`src/rtl/qmem_pkg.sv`:
```
package qmem_pkg;

    typedef enum logic [1:0] {
        ACC_LW   = 2'b00,
        ACC_LQ   = 2'b01,
        ACC_SQ   = 2'b10,
        ACC_NONE = 2'b11
    } acc_kind_t;

    typedef enum logic [1:0] {
        S_IDLE,
        S_REQ,
        S_WAIT
    } seq_state_t;

    localparam logic [4:0] EXC_ADDR_LOAD  = 5'd4;
    localparam logic [4:0] EXC_ADDR_STORE = 5'd5;

endpackage

```
`src/rtl/qmem_agen.sv`:
```
module qmem_agen
    import qmem_pkg::*;
#(
    parameter int AW     = 32,
    parameter int OW     = 16,
    parameter int DW     = 32,
    parameter int NBEATS = 4
) (
    input  logic [AW-1:0] base,
    input  logic [OW-1:0] offset,
    input  acc_kind_t     kind,
    output logic [AW-1:0] ea,
    output logic          misalign
);
    localparam int WALIGN = $clog2(DW / 8);
    localparam int QALIGN = $clog2(NBEATS * DW / 8);

    logic [AW-1:0] off_ext;

    assign off_ext = {{(AW-OW){offset[OW-1]}}, offset};
    assign ea      = base + off_ext;

    always_comb begin
        if (kind == ACC_LW) misalign = |ea[WALIGN-1:0];
        else                misalign = |ea[QALIGN-1:0];
    end
endmodule

```
`src/rtl/qmem_beatsel.sv`:
```
module qmem_beatsel #(
    parameter int DW     = 32,
    parameter int NBEATS = 4
) (
    input  logic [NBEATS*DW-1:0]       words,
    input  logic [$clog2(NBEATS)-1:0]  beat,
    output logic [DW-1:0]              word
);
    logic [DW-1:0] lane [NBEATS];

    for (genvar g = 0; g < NBEATS; g++) begin : g_lane
        assign lane[g] = words[g*DW +: DW];
    end

    assign word = lane[beat];
endmodule

```
`src/rtl/qmem_fsm.sv`:
```
module qmem_fsm
    import qmem_pkg::*;
#(
    parameter int AW     = 32,
    parameter int DW     = 32,
    parameter int RW     = 5,
    parameter int NBEATS = 4
) (
    input  logic                      clk,
    input  logic                      rst_n,
    input  logic                      start,
    input  acc_kind_t                 kind,
    input  logic [AW-1:0]             ea,
    input  logic                      misalign,
    input  logic [RW-1:0]             rt_idx,
    input  logic                      mem_ready,
    input  logic [DW-1:0]             mem_rdata,
    output logic                      accept,
    output logic [$clog2(NBEATS)-1:0] beat,
    output logic                      busy,
    output logic                      mem_req,
    output logic                      mem_we,
    output logic [AW-1:0]             mem_addr,
    output logic                      wb_en,
    output logic [RW-1:0]             wb_idx,
    output logic [DW-1:0]             wb_data,
    output logic                      done,
    output logic                      exc_valid,
    output logic [4:0]                exc_code,
    output logic [AW-1:0]             badaddr
);
    localparam int BW     = $clog2(NBEATS);
    localparam int WALIGN = $clog2(DW / 8);

    seq_state_t    state, nxt;
    logic [AW-1:0] ea_q;
    acc_kind_t     kind_q;
    logic [RW-1:0] idx_q;
    logic [DW-1:0] rdata_q;
    logic [BW-1:0] beat_q;
    logic          exc_q;
    logic [4:0]    code_q;
    logic [AW-1:0] bad_q;

    logic go, fault, last;

    assign go     = start && (kind != ACC_NONE) && (state == S_IDLE);
    assign fault  = go && misalign;
    assign accept = go && !misalign;
    assign last   = (kind_q != ACC_SQ) || (beat_q == BW'(NBEATS - 1));

    // next state
    always_comb begin
        nxt = state;
        unique case (state)
            S_IDLE:  if (accept)    nxt = S_REQ;
            S_REQ:   if (mem_ready) nxt = S_WAIT;
            S_WAIT:  nxt = last ? S_IDLE : S_REQ;
            default: nxt = S_IDLE;
        endcase
    end

    // state register
    always_ff @(posedge clk) begin
        if (!rst_n) state <= S_IDLE;
        else        state <= nxt;
    end

    // operand, beat and exception registers
    always_ff @(posedge clk) begin
        if (!rst_n) begin
            ea_q    <= '0;
            kind_q  <= ACC_LW;
            idx_q   <= '0;
            rdata_q <= '0;
            beat_q  <= '0;
            exc_q   <= 1'b0;
            code_q  <= '0;
            bad_q   <= '0;
        end else begin
            exc_q <= fault;
            if (fault) begin
                code_q <= (kind == ACC_SQ) ? EXC_ADDR_STORE : EXC_ADDR_LOAD;
                bad_q  <= ea;
            end
            if (accept) begin
                ea_q   <= ea;
                kind_q <= kind;
                idx_q  <= rt_idx;
                beat_q <= '0;
            end
            if (state == S_REQ && mem_ready && kind_q != ACC_SQ)
                rdata_q <= mem_rdata;
            if (state == S_WAIT && !last)
                beat_q <= beat_q + 1'b1;
        end
    end

    // outputs
    always_comb begin
        busy      = (state != S_IDLE);
        mem_req   = (state == S_REQ);
        mem_we    = mem_req && (kind_q == ACC_SQ);
        mem_addr  = ea_q + (AW'(beat_q) << WALIGN);
        beat      = beat_q;
        wb_en     = (state == S_WAIT) && (kind_q != ACC_SQ) && (idx_q != '0);
        wb_idx    = idx_q;
        wb_data   = rdata_q;
        done      = (state == S_WAIT) && last;
        exc_valid = exc_q;
        exc_code  = code_q;
        badaddr   = bad_q;
    end
endmodule

```
`src/rtl/qmem_seq.sv`:
```
module qmem_seq
    import qmem_pkg::*;
#(
    parameter int AW     = 32,
    parameter int DW     = 32,
    parameter int OW     = 16,
    parameter int RW     = 5,
    parameter int NBEATS = 4
) (
    input  logic                     clk,
    input  logic                     rst_n,
    input  logic                     start,
    input  logic [1:0]               acc_kind,
    input  logic [AW-1:0]            base,
    input  logic [OW-1:0]            offset,
    input  logic [RW-1:0]            rt_idx,
    input  logic [DW-1:0]            rt_val,
    input  logic [(NBEATS-1)*DW-1:0] rt_hi,
    output logic                     busy,
    output logic                     mem_req,
    output logic                     mem_we,
    output logic [AW-1:0]            mem_addr,
    output logic [DW-1:0]            mem_wdata,
    input  logic                     mem_ready,
    input  logic [DW-1:0]            mem_rdata,
    output logic                     wb_en,
    output logic [RW-1:0]            wb_idx,
    output logic [DW-1:0]            wb_data,
    output logic                     done,
    output logic                     exc_valid,
    output logic [4:0]               exc_code,
    output logic [AW-1:0]            badaddr
);
    localparam int BW = $clog2(NBEATS);
    localparam int QW = NBEATS * DW;

    acc_kind_t     kind;
    logic [AW-1:0] ea;
    logic          misalign;
    logic          accept;
    logic [BW-1:0] beat;
    logic [QW-1:0] words_q;

    assign kind = acc_kind_t'(acc_kind);

    qmem_agen #(.AW(AW), .OW(OW), .DW(DW), .NBEATS(NBEATS)) u_agen (
        .base     (base),
        .offset   (offset),
        .kind     (kind),
        .ea       (ea),
        .misalign (misalign)
    );

    always_ff @(posedge clk) begin
        if (!rst_n)      words_q <= '0;
        else if (accept) words_q <= {rt_hi, rt_val};
    end

    qmem_beatsel #(.DW(DW), .NBEATS(NBEATS)) u_sel (
        .words (words_q),
        .beat  (beat),
        .word  (mem_wdata)
    );

    qmem_fsm #(.AW(AW), .DW(DW), .RW(RW), .NBEATS(NBEATS)) u_fsm (
        .clk       (clk),
        .rst_n     (rst_n),
        .start     (start),
        .kind      (kind),
        .ea        (ea),
        .misalign  (misalign),
        .rt_idx    (rt_idx),
        .mem_ready (mem_ready),
        .mem_rdata (mem_rdata),
        .accept    (accept),
        .beat      (beat),
        .busy      (busy),
        .mem_req   (mem_req),
        .mem_we    (mem_we),
        .mem_addr  (mem_addr),
        .wb_en     (wb_en),
        .wb_idx    (wb_idx),
        .wb_data   (wb_data),
        .done      (done),
        .exc_valid (exc_valid),
        .exc_code  (exc_code),
        .badaddr   (badaddr)
    );
endmodule

```
`config.mk`:
```
export PLATFORM = sky130hd
export DESIGN_NAME = qmem_seq
export DESIGN_NICKNAME = d
export VERILOG_FILES = /design/src/rtl/qmem_pkg.sv /design/src/rtl/qmem_agen.sv /design/src/rtl/qmem_beatsel.sv /design/src/rtl/qmem_fsm.sv /design/src/rtl/qmem_seq.sv
export SDC_FILE = /design/constraint.sdc
export NUM_CORES = 1
export LEC_CHECK = 0
export BUFFER_PORTS_ARGS = -buffer_cell sky130_fd_sc_hd__buf_2
export CORE_MARGIN = 4
export CORE_UTILIZATION = 52
export CTS_CLUSTER_SIZE = 16
export DETAILED_ROUTE_END_ITERATION = 7
export PLACE_DENSITY = 0.82
export SYNTH_ARGS = -nofsm -noshare
export SYNTH_HDL_FRONTEND = slang
export SYNTH_SLANG_ARGS = --single-unit
```
`constraint.sdc`:
```
create_clock -name clk -period 3 [get_ports clk]
set_input_delay 0.15 -clock clk [delete_from_list [all_inputs] [get_ports clk]]
set_output_delay 0.15 -clock clk [all_outputs]
set_load 0.005 [all_outputs]
```
==> flow_summary.toml <==
[clocking]
ctsHtreeMaxLevel = 1
post-cts-setup-buffers = 0
cts_resized = 0
hold_buffers = 168
clk_path_buf_depth = 3
clk_latency_ns = 0.52
tritoncts = "built"
cts_sinks = 238
root_buffer = "clkbuf_16"
cts_buffers = 26
clk_pin_slew_ns = 0.06

[detailed_routing]
wl_met1_mm = 16.67
drc = 0
route.met2.wl_mm = 22.60
wire_per_inst_um = 21.43
drt_iter0_markers = 1813
via_per_inst = 6.162
wl_met3_mm = 5.314
wl_mm = 48.08
dr.max_layer_used = "met5"
ant_nets = 0
dr.pass1.iters = 7
num_vias = 13830

[die]
die-area_um2 = 25080
core_um2 = 22030
fp.dieH_um = 158.4
die_w_um = 158.4
start_util_pct = 53.38
rows = 54
ioPinCount = 363

[sta]
final.setup_skew_ns = 0.008315
fin_crit_sh_pct = 89.17
finalHoldViolCount = 0
tightest_slew_ns = 0.8708
whs_ns = 0.05986
maxSlewViolCount = 0
final-setup-viol-count = 0
setup_tns_ns = 0
rsz0062_at_grt = "false"
max_freq_mhz = 373.8
slew_headroom_pct = 41.95
min_period_ns = 2.675

[layout]
finalNetCount = 2199
fillers = 1402
fin_util_pct = 74.68
area_growth_pct = 39.91
fin_area_um2 = 16450
drive_gt1_share_pct = 24.74

[setup_path]
crit_required_ns = 2.85
worstSetupPathType = "flop to output port"
critPathBufInv = 2
endpoint_kind = "output port"
crit_chain = "ha_1 -> a21oi_1 -> nor3_1 -> buf_4 -> nand3_1 -> nor2_1 -> nand4_1 -> xnor2_1 -> buf_2"
cp_data_arrival_time_ns = 2.53
crit_family = "simple AND/OR/NAND/NOR gates"
cp_slowest_stage_delay_ns = 0.34
crit_path_max_fanout = 6
startpoint_type = "flop"
crit_slowest_cell = "dfxtp_1"

[synthesis]
synthCells = 1462
yosys.area.top_type_share_pct = 40.52
yosys-top-cells-area = "dfxtp_1 (41%), nand2_1 (13%), a21oi_1 (9.4%)"
synth_seq_cells = 238
yosysMostFrequentCell = "nand2_1"
synth_cell_type_count = 66
postSynthAreaPerCell_um2 = 8.042
synth-edff-count = 0
syn-cell-area_um2 = 11760
ys_warn_count = 0
seq_area_frac_synth_pct = 40.52
yosysTopAreaCell = "dfxtp_1"
ys.flop_type = "dfxtp_1"
ys_async_sr_fraction_pct = 0
synth_common_cells = "nand2_1 (415), dfxtp_1 (238), a21oi_1 (220)"

[min_path]
worstHoldPathType = "primary input to flop"

[power_and_ir_drop]
power.density_nw_per_um2 = 503.4
ir_drop_v = 0.0003525
p_leak_nw = 6.868

[global_routing]
grt_pass1_wl_mm = 71.89
grt_max_degree = 112
grt.overflow.total = 0
grt_pass1_vias = 13620
antenna_found_initial = 4
grt.total_usage_pct = 36.11

[run_status]
status = "complete, no violations"

[place]
postPlaceCellArea_um2 = 13850
dp_hpwl_mm = 27.87
io_buffers = 359
gp_congestion = 0.9376

[run]
drv_cap = 0
stage by stage:
step           cells  power (mW)  setup WS (ns)
6_report        2244       8.281         0.3248
2_1_floorplan   1464       4.133         0.7039
4_1_cts         2240       8.164         0.2918
3_3_place_gp    2028       4.625         0.2933
5_1_grt         2243       8.518         0.1131
3_5_place_dp    2028       4.650         0.1982
cell families (layout without fill, tap and decap cells):
family | Yosys count | in the layout | share of synthesized area, %
XOR/XNOR | 41 | 41 | 3.054
buffers and inverters | 124 | 620 | 4.565
adder cells (fa/ha/maj) | 36 | 36 | 3.959
multiplexers | 37 | 37 | 6.566
other | 1 | 7 | 0.03189
AND/OR/NAND/NOR | 620 | 620 | 22.77
flip-flops | 238 | 238 | 40.52
AO/OA/AOI/OAI | 365 | 365 | 18.53
metal layers:
layer	global-route usage [%]	vias to the layer above
met4	22.26	2
met1	41.55	6324
met5	0.9921	-
li1	-	6086
met2	60.04	1096
met3	9.350	320
cell type report:
cell class | count | area (µm²) | share of cell area, %
clock buffer | 35 | 755.7 | 4.594
sequential | 238 | 4767 | 28.98
clock inverter | 9 | 151.4 | 0.9204
antenna | 4 | 10.01 | 0.06085
multi-input combinational | 1102 | 6481 | 39.40
timing repair buffer | 558 | 3861 | 23.47
tap | 280 | 350.3 | 2.130
inverter | 18 | 72.57 | 0.4412
placed cells by master (no fill, tap or decap), types with 5 or more instances in the layout:
| cell type | n |
|---|---|
| a211oi_1 | 10 |
| a21o_1 | 16 |
| a21oi_1 | 219 |
| a31oi_1 | 5 |
| and3_1 | 20 |
| and4_1 | 6 |
| buf_12 | 12 |
| buf_2 | 359 |
| buf_4 | 19 |
| clkbuf_16 | 27 |
| clkbuf_8 | 5 |
| dfxtp_1 | 236 |
| dlygate4sd3_1 | 168 |
| ha_1 | 34 |
| inv_1 | 17 |
| mux4_2 | 32 |
| nand2_1 | 415 |
| nand2b_1 | 6 |
| nand3_1 | 58 |
| nand4_1 | 25 |
| nor2_1 | 46 |
| nor3_1 | 9 |
| o211ai_1 | 14 |
| o21a_1 | 9 |
| o21ai_0 | 37 |
| o221ai_1 | 5 |
| or3_1 | 7 |
| or4_1 | 9 |
| xnor2_1 | 30 |
| xor2_1 | 11 |
tightest hold or removal path, delay by kind of cell:
family / cells / cell delay, ns
compound gates: 1 / 0.06
buf+inv: 1 / 0.19
simple gates: 1 / 0.11
sequential cells by signal (all words and copies together) (netlist names), 5 cells and up:
register,count
u_fsm.wb_idx,5
u_fsm.badaddr,32
words_q,128
u_fsm.ea_q,32
u_fsm.wb_data,32
power breakdown:
group	internal [mW]	total, mW	switching [mW]
clock network	2.10	3.42	1.32
logic	0.647	1.47	0.820
registers	3.29	3.39	0.0965
total	6.04	8.28	2.24
path summary, 6_finish.rpt:
check / from / to / slack [ns] / cells past startpoint
setup reg to reg: u_fsm.state[1]$_SDFFE_PN0P_ / u_fsm.badaddr[25]$_SDFFE_PN0P_ / 0.91 / 6
hold reg to reg: words_q[92]$_SDFFE_PN0P_ / words_q[92]$_SDFFE_PN0P_ / 0.45 / 2
setup / recovery: u_fsm.ea_q[3]$_SDFFE_PN0P_ / mem_addr[31] / 0.32 / 9
hold / removal: rst_n / u_fsm.badaddr[16]$_SDFFE_PN0P_ / 0.06 / 3
Note: power is estimated with default switching activity, not from simulation.
